$ cat config.mk
export PLATFORM = sky130hd
export DESIGN_NAME = hsj_join_adder
export DESIGN_NICKNAME = d
export VERILOG_FILES = /design/src/rtl/hsj_pkg.sv /design/src/rtl/hsj_datapath.sv /design/src/rtl/hsj_control.sv /design/src/rtl/hsj_join_adder.sv
export SDC_FILE = /design/constraint.sdc
export NUM_CORES = 1
export LEC_CHECK = 0
export ABC_AREA = 0
export ABC_CLOCK_PERIOD_IN_PS = 2810
export CAP_MARGIN = 15
export CORE_ASPECT_RATIO = 0.5
export CORE_MARGIN = 2
export CORE_UTILIZATION = 51
export DETAILED_ROUTE_END_ITERATION = 16
export DONT_BUFFER_PORTS = 1
export HOLD_SLACK_MARGIN = 0.12
export PLACE_DENSITY = 0.72
export SKIP_LAST_GASP = 1
export SLEW_MARGIN = 20
export SYNTH_ARGS = -nofsm -noshare
export SYNTH_HDL_FRONTEND = slang
export SYNTH_SLANG_ARGS = --single-unit
$ cat constraint.sdc
create_clock -name clk -period 2.81 [get_ports clk]
set_clock_uncertainty 0.2 [all_clocks]
set_input_delay 0.1405 -clock clk [delete_from_list [all_inputs] [get_ports clk]]
set_output_delay 0.1405 -clock clk [all_outputs]
set_load 0.02 [all_outputs]
$ cat src/rtl/hsj_pkg.sv
package hsj_pkg;
  // strobes issued by control to the datapath each cycle
  typedef struct packed {
    logic capA;    // load operand A register
    logic capB;    // load operand B register
    logic launch;  // register the sum and start the broadcast
    logic retire;  // last consumer took the result
  } ctlStrobe_t;
endpackage

$ cat src/rtl/hsj_datapath.sv
module hsj_datapath
  import hsj_pkg::*;
#(
  parameter int OPND_W = 16,
  localparam int SUM_W = OPND_W + 1
) (
  input  logic              clk,
  input  logic              rst,
  input  ctlStrobe_t        strobe,
  input  logic [OPND_W-1:0] aData,
  input  logic [OPND_W-1:0] bData,
  output logic [SUM_W-1:0]  sumData
);
  logic [OPND_W-1:0] aReg, bReg;
  logic [SUM_W-1:0]  sumReg;

  always_ff @(posedge clk) begin
    if (rst) begin
      aReg   <= '0;
      bReg   <= '0;
      sumReg <= '0;
    end else begin
      if (strobe.capA)   aReg   <= aData;
      if (strobe.capB)   bReg   <= bData;
      if (strobe.launch) sumReg <= {1'b0, aReg} + {1'b0, bReg};
    end
  end

  assign sumData = sumReg;
endmodule

$ cat src/rtl/hsj_control.sv
module hsj_control
  import hsj_pkg::*;
#(
  parameter int NUM_SINKS = 2
) (
  input  logic                 clk,
  input  logic                 rst,
  input  logic                 aValid,
  input  logic                 bValid,
  input  logic [NUM_SINKS-1:0] sumReady,
  output logic                 aReady,
  output logic                 bReady,
  output logic [NUM_SINKS-1:0] sumValid,
  output ctlStrobe_t           strobe
);
  logic                 aFull, bFull;
  logic [NUM_SINKS-1:0] pend;
  logic [NUM_SINKS-1:0] pendLeft;

  assign pendLeft = pend & ~sumReady;

  always_comb begin
    strobe.capA   = aValid & ~aFull;
    strobe.capB   = bValid & ~bFull;
    strobe.launch = aFull & bFull & ~(|pend);
    strobe.retire = (|pend) & ~(|pendLeft);
  end

  always_ff @(posedge clk) begin
    if (rst) begin
      aFull <= 1'b0;
      bFull <= 1'b0;
      pend  <= '0;
    end else begin
      if (strobe.retire)    aFull <= 1'b0;
      else if (strobe.capA) aFull <= 1'b1;
      if (strobe.retire)    bFull <= 1'b0;
      else if (strobe.capB) bFull <= 1'b1;
      if (strobe.launch) pend <= '1;
      else               pend <= pendLeft;
    end
  end

  assign aReady   = ~aFull;
  assign bReady   = ~bFull;
  assign sumValid = pend;
endmodule

$ cat src/rtl/hsj_join_adder.sv
module hsj_join_adder
  import hsj_pkg::*;
#(
  parameter int OPND_W    = 16,
  parameter int NUM_SINKS = 2,
  localparam int SUM_W = OPND_W + 1
) (
  input  logic                 clk,
  input  logic                 rst,
  input  logic                 aValid,
  input  logic [OPND_W-1:0]    aData,
  output logic                 aReady,
  input  logic                 bValid,
  input  logic [OPND_W-1:0]    bData,
  output logic                 bReady,
  output logic [NUM_SINKS-1:0] sumValid,
  output logic [SUM_W-1:0]     sumData,
  input  logic [NUM_SINKS-1:0] sumReady
);
  ctlStrobe_t strobe;

  hsj_control #(.NUM_SINKS(NUM_SINKS)) ctl_i (
    .clk(clk), .rst(rst), .aValid(aValid), .bValid(bValid),
    .sumReady(sumReady), .aReady(aReady), .bReady(bReady),
    .sumValid(sumValid), .strobe(strobe)
  );

  hsj_datapath #(.OPND_W(OPND_W)) dp_i (
    .clk(clk), .rst(rst), .strobe(strobe),
    .aData(aData), .bData(bData), .sumData(sumData)
  );
endmodule

* Word-level counts from Yosys, hierarchy flattened
Index checks and enable logic that the tools add are counted.
Operators by class: $add $sub $neg 1, multiplexer cells 1, bitwise operators 11, reduce and logical (&&, ||, !) cells 3
Operator list (count):
- adder 16 x 16 -> 17 bit | 1
- OR reduction 2 bit | 3
- AND 1 bit | 5
- NOT 1 bit | 4
- AND 2 bit | 1
- two-way mux 2 bit | 1
- NOT 2 bit | 1
Storage, ports and cells: output and inout port bits 21, bits of input ports 38, word-level logic and storage cells 22, register bits 53

* Depth between registers and ports, before layout
Gate-level depths: netlist (run 1).
word-level depth 6, mapped depth 7, depth with buffers taken out 7

* Cells and area by module
A second synthesis (run 1) with hierarchy kept.
Unflattened totals: cells, all modules 295, area, all modules 2710.1 um2
By module, submodules not included:
- hsj_datapath | instances 1, sequential area each 980.9 um2, area an instance 2521.2 um2, cells an instance 275
- hsj_control | instances 1, sequential area each 80.1 um2, area an instance 188.9 um2, cells an instance 20

* Least setup slack after synthesis (run 1)
OpenSTA, ideal clock, no wires.
kind register -> register, start point register dp_i.bReg[0], end point register dp_i.sumReg[16] (netlist: dp_i.sumData[16]), arrival time 2.087 ns, library setup time 0.125 ns, path buffers 0, stages on the path, launching flop included 8, slack 0.398 ns, data required time 2.485 ns, period minus slack after synthesis 2.412 ns, path through dfxtp_1 > ha_1 > fa_1 > a211oi_2 > nor4_4 > o311ai_2 > a21oi_1 > o41a_1
On the way: word-level cells in the longest chain between the ends 1
RTL lines:
- from (decl) | RTL line hsj_datapath.sv:14 | logic [OPND_W-1:0] aReg, bReg;
- from (signal assigned) | RTL line hsj_datapath.sv:24 | if (strobe.capB) bReg <= bData;
- adder 16 x 16 -> 17 bit | RTL line hsj_datapath.sv:25 | if (strobe.launch) sumReg <= {1'b0, aReg} + {1'b0, bReg};
- to (signal assigned) | RTL line hsj_datapath.sv:25
- to (decl) | RTL line hsj_datapath.sv:15 | logic [SUM_W-1:0] sumReg;
Every way passes these cells. A chain may end at the register's enable or synchronous reset.

* Worst setup path after layout (run 1)
Same ends and word-level chain as after synthesis.

==> tab_implementation.tex, run 1 <==
\begin{tabular}{lr}
\hline
Metric & Value \\
\hline
\multicolumn{2}{l}{\textbf{Floorplanning}} \\
Die Y-Extent & approximately 55 um \\
Horizontal extent of the die & 106.7 um \\
Starting Density & 0.5380 \\
Total core area & 5000 um\^{}2 \\
Num rows & 18 \\
Overall die area & between 5000 and 6000 um\^{}2 \\
Top-level I/O count & 59 \\
\multicolumn{2}{l}{\textbf{Synth}} \\
Cells taking the most area after synthesis & sky130\_fd\_sc\_hd\_\_dfxtp\_1 (39\%), sky130\_fd\_sc\_hd\_\_nand2\_1 (12\%), sky130\_fd\_sc\_hd\_\_a21oi\_1 (9.7\%), sky130\_fd\_sc\_hd\_\_ha\_1 (7.4\%), sky130\_fd\_sc\_hd\_\_nand3\_1 (1.9\%) \\
Share of synthesized area occupied by flip-flops and latches & 0.3944 \\
Average footprint of a synthesized cell & 8.054 um\^{}2 \\
Synthesized Nets & 389 \\
Synth cell count leaders & sky130\_fd\_sc\_hd\_\_nand2\_1 (86), sky130\_fd\_sc\_hd\_\_dfxtp\_1 (53), sky130\_fd\_sc\_hd\_\_a21oi\_1 (52) \\
Largest area contributor in the netlist & sky130\_fd\_sc\_hd\_\_dfxtp\_1 \\
Top-count cell post-synth & sky130\_fd\_sc\_hd\_\_nand2\_1 \\
Number of warnings printed during yosys synthesis & 0 \\
Post-synthesis instance total & 334 \\
Async set-reset flop share out of synthesis & 0 \\
Count of unique library cells instantiated by Yosys & 55 \\
Post-synth top flop & sky130\_fd\_sc\_hd\_\_dfxtp\_1 \\
Top-area cell type share of the netlist area & 0.3944 \\
Number of synthesized flops with an enable pin & 0 \\
Post-synthesis instance area & around 2700 um\^{}2 \\
Register bit total from synthesis & 53 \\
\multicolumn{2}{l}{\textbf{Pwr}} \\
Worst VDD drop & approximately 0.36 mV \\
Leak Pwr & $\sim$0.0014 uW \\
P per Cell Area & 455.8 nW/um\^{}2 \\
\multicolumn{2}{l}{\textbf{Finish}} \\
Post-layout instance count excluding filler cells & 470 \\
\# nets final & 454 \\
Area added between synthesis and finish & 31.81\% \\
Register cell area after layout & 1061 um\^{}2 \\
Antenna fix cells & 0 \\
Share of final-layout standard cells stronger than drive strength 1 & 0.06000 \\
Layout fillers & 417 \\
Area of combinational cells with multiple inputs & 1549 um\^{}2 \\
\multicolumn{2}{l}{\textbf{GRT}} \\
Routing usage on met3 & 0.06139 \\
Number of antenna violations at the first check in global routing & 0 \\
Most utilized layer in the global route result & met2 \\
Maximum number of pins on one net before global-route repair & 50 \\
Overflow after GRT & 0 \\
Wire length of the first global-routing pass & 12140 um \\
Met2 Usage GRT & 0.4486 \\
Vias in the first global route & 2464 \\
Routing usage on met1 & 0.3555 \\
Tot GR Track Use & 0.2654 \\
\multicolumn{2}{l}{\textbf{Route}} \\
Routed WL per cell & 16.23 um \\
Antenna-violating nets left & 0 \\
DR pass1 iterations & 4 \\
Routed via count & 2621 \\
DRC violation total after the first TritonRoute iteration & 142 \\
DRC Markers & 0 \\
Total routed wirelength & 7629 um \\
Number of vias per cell after detailed routing & 5.577 \\
\multicolumn{2}{l}{\textbf{Worst setup path}} \\
Kind of start point of the critical path & flop \\
CP arrival & 2.56 ns \\
Number of cells on the worst reg-to-reg path & 8 \\
Maximum fanout along the worst path & 4 \\
Setup slack of the most critical reg-to-reg path & 0.26 ns \\
Required time of the critical path & 2.82 ns \\
Source of the worst register-to-register timing path & dp\_i.bReg[0]\$\_SDFFE\_PP0P\_ \\
Crit Path Class & flop to flop \\
Critical register-to-register path endpoint & dp\_i.sumData[16]\$\_SDFFE\_PP0P\_ \\
Crit. End Element & flop \\
\multicolumn{2}{l}{\textbf{Timing}} \\
Final Max Tran Viols & 0 \\
Summed negative setup slack over all endpoints & 0 ns \\
Count of endpoints failing setup in the final report & 0 \\
Number of endpoints with negative hold slack in the final report & 0 \\
Maximum clock frequency & between 0.3 and 0.4 GHz \\
Fin crit period & 2.553 ns \\
Unrepaired setup endpoints after global routing & false \\
Relative max-transition margin & 0.5520 \\
Pin slew with the least headroom to its limit & about 0.67 ns \\
Period utilisation layout & 0.9084 \\
\multicolumn{2}{l}{\textbf{Clocking}} \\
Library cell used as clock root buffer & sky130\_fd\_sc\_hd\_\_clkbuf\_8 \\
TritonCTS clock tree & built \\
Clock insertion delay at the later pin of the skew report & 0.33 ns \\
Number of clock sinks seen by CTS & 53 \\
Clock buffer count from CTS & 5 \\
Number of gates given a new drive strength after cts & 0 \\
Number of buffers on the longest clock path & 2 \\
Clock transition at the registers of the reported paths & 0.11 ns \\
Depth of the CTS H-tree & 2 \\
\multicolumn{2}{l}{\textbf{Placement}} \\
Weighted congestion at the end of routability-driven global placement & 0.8650 \\
Placed Cells & 394 \\
Number of buffers added on ports & 0 \\
Sum of net half-perimeters after detailed placement & 5057 um \\
\multicolumn{2}{l}{\textbf{Worst hold path}} \\
Worst min-delay path startpoint & bValid \\
End point of the most critical hold path & dp\_i.bReg[1]\$\_SDFFE\_PP0P\_ \\
Worst hold path class & input pin to flop \\
Hold depth & 4 \\
\multicolumn{2}{l}{\textbf{Job}} \\
Max-capacitance violation count & 0 \\
\multicolumn{2}{l}{\textbf{Status}} \\
Run status & finished, final reports clean \\
\hline
\end{tabular}
state kept, by name, summed over array words and instances, names as in the netlist:
name            cells
ctl_i.aFull         1
dp_i.aReg          16
dp_i.sumData       17
ctl_i.sumValid      2
ctl_i.bFull         1
dp_i.bReg          16
metal layers:
layer	vias to the layer above	part of all wire	routed length [um]
met1	1236	0.48	3633
met3	7	0.058	446
li1	1324	-	-
met5	-	0	0
met4	0	0.0041	31
met2	54	0.46	3517
logic make-up (layout without fill, tap and decap cells):
group	after synthesis	count (layout)	share of synthesized area
compound gates	99	99	0.2330
fa+ha+maj	17	17	0.08186
flops	53	53	0.3944
xor+xnor	5	5	0.01628
buf+inv	21	87	0.02976
simple gates	139	139	0.2447
metrics by stage:
step | hold WS, ns | worst slack, ns | power [uW] | utilization | area [um^2]
finish | 0.1362 | 0.2574 | 1616 | 0.7092 | 3546
global route | 0.1400 | 0.1199 | 1693 | 0.7092 | 3546
CTS | 0.1205 | 0.2674 | 1617 | 0.7092 | 3546
detailed placement | 0.01792 | 0.3065 | 1063 | 0.5516 | 2758
global placement | 0.01453 | 0.3266 | 1058 | 0.5516 | 2758
floorplan | 0.05073 | 0.3979 | 1014 | - | 2690
critical path, cell delays in order (launching register included):
cell and delay, ns:
sky130_fd_sc_hd__dfxtp_1 0.33, sky130_fd_sc_hd__ha_1 0.23, sky130_fd_sc_hd__fa_1 0.44, sky130_fd_sc_hd__a211oi_2 0.24
sky130_fd_sc_hd__buf_4 0.18, sky130_fd_sc_hd__nor4_4 0.05, sky130_fd_sc_hd__o311ai_2 0.34, sky130_fd_sc_hd__a21oi_1 0.11
sky130_fd_sc_hd__o41a_1 0.31
report_power, final:
part	internal (uW)	switching, uW
Clock	187	284
Combinational	146	171
Sequential	791	37.8
Total	1120	492
layout make-up:
| type | instances | area share |
|---|---|---|
| clock buffers | 5 | 0.01941 |
| clock inverters | 3 | 0.008116 |
| repair buffers | 73 | 0.2054 |
| well taps | 70 | 0.02470 |
| inverters | 6 | 0.006351 |
| flip-flops and latches | 53 | 0.2992 |
| multi-input cells | 260 | 0.4368 |
how the worst max path moves through the flow:
stage | startpoint | end | slack, ns | cells past startpoint
4_1_cts | dp_i.bReg[0]$_SDFFE_PP0P_ | dp_i.sumData[16]$_SDFFE_PP0P_ | 0.27 | 8
6_report | dp_i.bReg[0]$_SDFFE_PP0P_ | dp_i.sumData[16]$_SDFFE_PP0P_ | 0.26 | 8
5_1_grt | dp_i.bReg[0]$_SDFFE_PP0P_ | dp_i.sumData[16]$_SDFFE_PP0P_ | 0.12 | 8
3_5_place_dp | dp_i.bReg[0]$_SDFFE_PP0P_ | dp_i.sumData[16]$_SDFFE_PP0P_ | 0.31 | 8
2_1_floorplan | dp_i.bReg[0]$_SDFFE_PP0P_ | dp_i.sumData[16]$_SDFFE_PP0P_ | 0.40 | 7
3_3_place_gp | dp_i.bReg[0]$_SDFFE_PP0P_ | dp_i.sumData[16]$_SDFFE_PP0P_ | 0.33 | 8
cells in the final DEF (no fill, tap or decap), types with 2 or more instances in the layout:
cell type / synthesis / final
sky130_fd_sc_hd__nand2_1: 86 / 86
sky130_fd_sc_hd__nor2b_1: 2 / 2
sky130_fd_sc_hd__ha_1: 16 / 16
sky130_fd_sc_hd__dfxtp_1: 53 / 53
sky130_fd_sc_hd__nor2_1: 11 / 11
sky130_fd_sc_hd__dlygate4sd3_1: 0 / 67
sky130_fd_sc_hd__o21a_1: 2 / 2
sky130_fd_sc_hd__a211o_1: 2 / 2
sky130_fd_sc_hd__a31oi_1: 3 / 3
sky130_fd_sc_hd__a21oi_1: 52 / 52
sky130_fd_sc_hd__nand3_1: 10 / 10
sky130_fd_sc_hd__buf_4: 0 / 5
sky130_fd_sc_hd__and3_1: 3 / 3
sky130_fd_sc_hd__a21boi_0: 3 / 3
sky130_fd_sc_hd__xnor2_1: 2 / 2
sky130_fd_sc_hd__o31ai_1: 4 / 4
sky130_fd_sc_hd__xor2_1: 3 / 3
sky130_fd_sc_hd__a211oi_1: 2 / 2
sky130_fd_sc_hd__nor3_1: 7 / 7
sky130_fd_sc_hd__inv_1: 5 / 5
sky130_fd_sc_hd__nand3_4: 2 / 2
sky130_fd_sc_hd__a21o_1: 5 / 5
sky130_fd_sc_hd__nand2b_1: 2 / 2
sky130_fd_sc_hd__or2_2: 2 / 2
sky130_fd_sc_hd__and2_1: 3 / 3
sky130_fd_sc_hd__clkbuf_8: 0 / 5
sky130_fd_sc_hd__o21ai_0: 6 / 6
sky130_fd_sc_hd__nand4_1: 2 / 2
sky130_fd_sc_hd__o211ai_1: 5 / 5
repair_timing:
action                                 4_1_cts  5_1_grt
setup buffers                                0        0
endpoints found under the hold margin       53        0
hold buffers                                68        0
No activity file was read; power rests on OpenSTA's default activity.
==> run 2: changes to the inputs <==
Settings changed: ABC_CLOCK_PERIOD_IN_PS 2810 to 3300, CORE_MARGIN 2 to default, MAX_ROUTING_LAYER from default to met4.
Clock period 2.81 ns to 3.3 ns, I/O delays scaled along.
==> run 2 against run 1 <==
Effect of this change: largest power group unchanged; setup slack better by 0.36 ns; highest routed layer unchanged; count of clock-buffer cells in the layout did not move; critical path depth down 1; critical endpoint unchanged; clock power shrank 19%.
==> tab_implementation.tex, run 2 (synthesis results as in run 1) <==
\begin{tabular}{lr}
\hline
Metric & Value \\
\hline
\multicolumn{2}{l}{\textbf{Status}} \\
Run status & finished, final reports clean \\
\multicolumn{2}{l}{\textbf{Route}} \\
DR pass1 iterations & 4 (unchanged) \\
Number of vias per cell after detailed routing & 5.646 (+1.2\%) \\
DRC violation total after the first TritonRoute iteration & 134 (-5.6\%) \\
Routed WL per cell & 15.94 um (-1.8\%) \\
Routed via count & 2535 (-3.3\%) \\
Antenna-violating nets left & 0 (unchanged) \\
DRC Markers & 0 (unchanged) \\
Total routed wirelength & 7159 um (-6.2\%) \\
\multicolumn{2}{l}{\textbf{Clocking}} \\
Clock insertion delay at the later pin of the skew report & 0.33 ns (about the same) \\
Clock buffer count from CTS & 5 (unchanged) \\
TritonCTS clock tree & built \\
Clock transition at the registers of the reported paths & 0.10 ns (about the same) \\
Number of buffers on the longest clock path & 2 (unchanged) \\
Library cell used as clock root buffer & sky130\_fd\_sc\_hd\_\_clkbuf\_8 \\
Depth of the CTS H-tree & 2 (unchanged) \\
Post-CTS Setup Bufs & 0 (unchanged) \\
Number of clock sinks seen by CTS & 53 (unchanged) \\
\multicolumn{2}{l}{\textbf{Placement}} \\
Weighted congestion at the end of routability-driven global placement & 0.8612 (-0.44\%) \\
Sum of net half-perimeters after detailed placement & 5009 um (-0.94\%) \\
Number of buffers added on ports & 0 (unchanged) \\
Pre-CTS setup slack & 0.6674 ns (+0.3609 ns) \\
\multicolumn{2}{l}{\textbf{Worst setup path}} \\
Kind of start point of the critical path & flop \\
Source of the worst register-to-register timing path & dp\_i.bReg[0]\$\_SDFFE\_PP0P\_ \\
Number of cells on the worst reg-to-reg path & 7 (-1) \\
Cell depth of the worst setup path & 7 (-1) \\
Required time of the critical path & 3.31 ns (+0.49 ns) \\
Crit Path Class & flop to flop \\
Startpoint of the most critical setup path & dp\_i.bReg[0]\$\_SDFFE\_PP0P\_ \\
CP arrival & 2.69 ns (+0.13 ns) \\
Ordered list of cells on the worst path & ha\_1 -> fa\_1 -> a211oi\_2 -> nor4\_4 -> o311ai\_2 -> a21oi\_1 -> o41a\_1 \\
Setup slack of the most critical reg-to-reg path & 0.62 ns (+0.36 ns) \\
Critical Path End & dp\_i.sumData[16]\$\_SDFFE\_PP0P\_ \\
Maximum fanout along the worst path & 4 (unchanged) \\
CP top delay family & compound AO/OA/AOI/OAI gates \\
Highest cell delay on the worst timing path & 0.48 ns (+0.04 ns) \\
Crit. End Element & flop \\
WP buf/inv & 0 (-1) \\
Critical register-to-register path endpoint & dp\_i.sumData[16]\$\_SDFFE\_PP0P\_ \\
Master of the slowest instance on the critical path & sky130\_fd\_sc\_hd\_\_a211oi\_2 \\
\multicolumn{2}{l}{\textbf{Job}} \\
Max-capacitance violation count & 0 (unchanged) \\
\multicolumn{2}{l}{\textbf{Timing}} \\
Period utilisation layout & 0.8117 (-0.09672) \\
Unrepaired setup endpoints after global routing & false \\
Summed negative setup slack over all endpoints & 0 ns (unchanged) \\
Fin crit period & 2.679 ns (+0.1259 ns) \\
Maximum clock frequency & 0.3733 GHz (-4.7\%) \\
Count of endpoints failing setup in the final report & 0 (unchanged) \\
Final Max Tran Viols & 0 (unchanged) \\
Number of endpoints with negative hold slack in the final report & 0 (unchanged) \\
Relative max-transition margin & 0.5283 (-0.02369) \\
Pin slew with the least headroom to its limit & 0.7044 ns (+0.03397 ns) \\
Setup WS post-layout & 0.6214 ns (+0.3641 ns) \\
\multicolumn{2}{l}{\textbf{Worst hold path}} \\
Worst hold path class & input pin to flop \\
\multicolumn{2}{l}{\textbf{GRT}} \\
Number of antenna violations at the first check in global routing & 0 (unchanged) \\
Overflow after GRT & 0 (unchanged) \\
Wire length of the first global-routing pass & 11090 um (-8.7\%) \\
Tot GR Track Use & 0.2759 (+0.01054) \\
Vias in the first global route & 2269 (-7.9\%) \\
Maximum number of pins on one net before global-route repair & 50 (unchanged) \\
\multicolumn{2}{l}{\textbf{Floorplanning}} \\
Total core area & 5000 um\^{}2 (unchanged) \\
Die Y-Extent & 53.36 um (-3.6\%) \\
Starting Density & 0.5380 (unchanged) \\
Overall die area & 5587 um\^{}2 (-5.4\%) \\
Horizontal extent of the die & 104.7 um (-1.9\%) \\
Num rows & 18 (unchanged) \\
Top-level I/O count & 59 (unchanged) \\
\multicolumn{2}{l}{\textbf{Pwr}} \\
Leak Pwr & 0.001302 uW (-3.9\%) \\
Worst VDD drop & 0.2779 mV (-23\%) \\
P per Cell Area & 398.2 nW/um\^{}2 (-13\%) \\
\multicolumn{2}{l}{\textbf{Finish}} \\
Antenna fix cells & 0 (unchanged) \\
Commonest non-fill, non-tap cells in the layout & sky130\_fd\_sc\_hd\_\_nand2\_1 (86), sky130\_fd\_sc\_hd\_\_dfxtp\_1 (53), sky130\_fd\_sc\_hd\_\_a21oi\_1 (52) \\
Most common library cell in the layout ignoring fill and taps & sky130\_fd\_sc\_hd\_\_nand2\_1 \\
Max reg flops & 17 (unchanged) \\
Share of final-layout standard cells stronger than drive strength 1 & 0.05805 (-0.001953) \\
Area added between synthesis and finish & 24.14\% \\
Layout fillers & 429 (+2.9\%) \\
\# nets final & 433 (-4.6\%) \\
\hline
\end{tabular}
[run 2: cell count changes in the layout (fill, tap and decap cells not counted), sizes merged]
cell,delta
dlygate4sd3,-18
buf,-3
clkinv,+2
inv,-2
[run 2: layer usage]
layer,vias up,track usage,part of all wire
li1,1273,-,-
met1,1192,0.3395,0.48
met2,57,0.4481,0.45
met3,13,0.06404,0.055
met4,0,0.1127,0.020
met5,-,-,0
[run 2: how the worst min path moves through the flow]
stage          startpoint                          to  slack [ns]  cells after the start
2_1_floorplan      aValid    ctl_i.aFull$_SDFFE_PP0P_        0.08                      1
3_3_place_gp          rst  dp_i.bReg[14]$_SDFFE_PP0P_        0.04                      1
3_5_place_dp          rst  dp_i.bReg[13]$_SDFFE_PP0P_        0.04                      1
4_1_cts            bValid  dp_i.bReg[12]$_SDFFE_PP0P_        0.12                      4
5_1_grt            bValid   dp_i.bReg[1]$_SDFFE_PP0P_        0.13                      4
6_report           bValid  dp_i.bReg[12]$_SDFFE_PP0P_        0.13                      4
[run 2: final cells by class]
type	instances	area (um^2)	area share
clock inverters	3	22.52	0.006744
multi-input cells	260	1551	0.4646
repair buffers	52	525.5	0.1574
clock buffers	5	68.82	0.02061
inverters	6	22.52	0.006744
well taps	70	87.58	0.02623
flip-flops and latches	53	1061	0.3177
[run 2: stage by stage]
step / cells / utilization / power, uW / hold slack [ns] / instance area, um^2
after detailed placement: 391 / 0.5470 / 900.8 / 0.04118 / 2735
final: 449 / 0.6679 / 1330 / 0.1269 / 3339
after floorplan: 334 / - / 863.8 / 0.07523 / 2690
after global routing: 449 / 0.6679 / 1393 / 0.1343 / 3339
after global placement: 391 / 0.5470 / 896.0 / 0.04006 / 2735
after CTS: 448 / 0.6654 / 1338 / 0.1201 / 3327
[run 2: worst min-delay path, cell delays in order]
cell and delay [ns]:
sky130_fd_sc_hd__nor2b_1 0.10, sky130_fd_sc_hd__buf_4 0.19, sky130_fd_sc_hd__nand2_1 0.09, sky130_fd_sc_hd__a21oi_1 0.05
[run 2: what timing repair did]
| action | CTS | global route |
|---|---|---|
| endpoints found under the setup margin | 0 | 0 |
| resized for setup | 0 | 0 |
| hold endpoints to repair | 53 | 4 |
| hold buffers | 49 | 1 |
[run 2: where the power goes]
part | switching [uW] | internal, uW
clock network | 230 | 151
registers | 32.8 | 673
logic | 137 | 106
total | 400 | 930
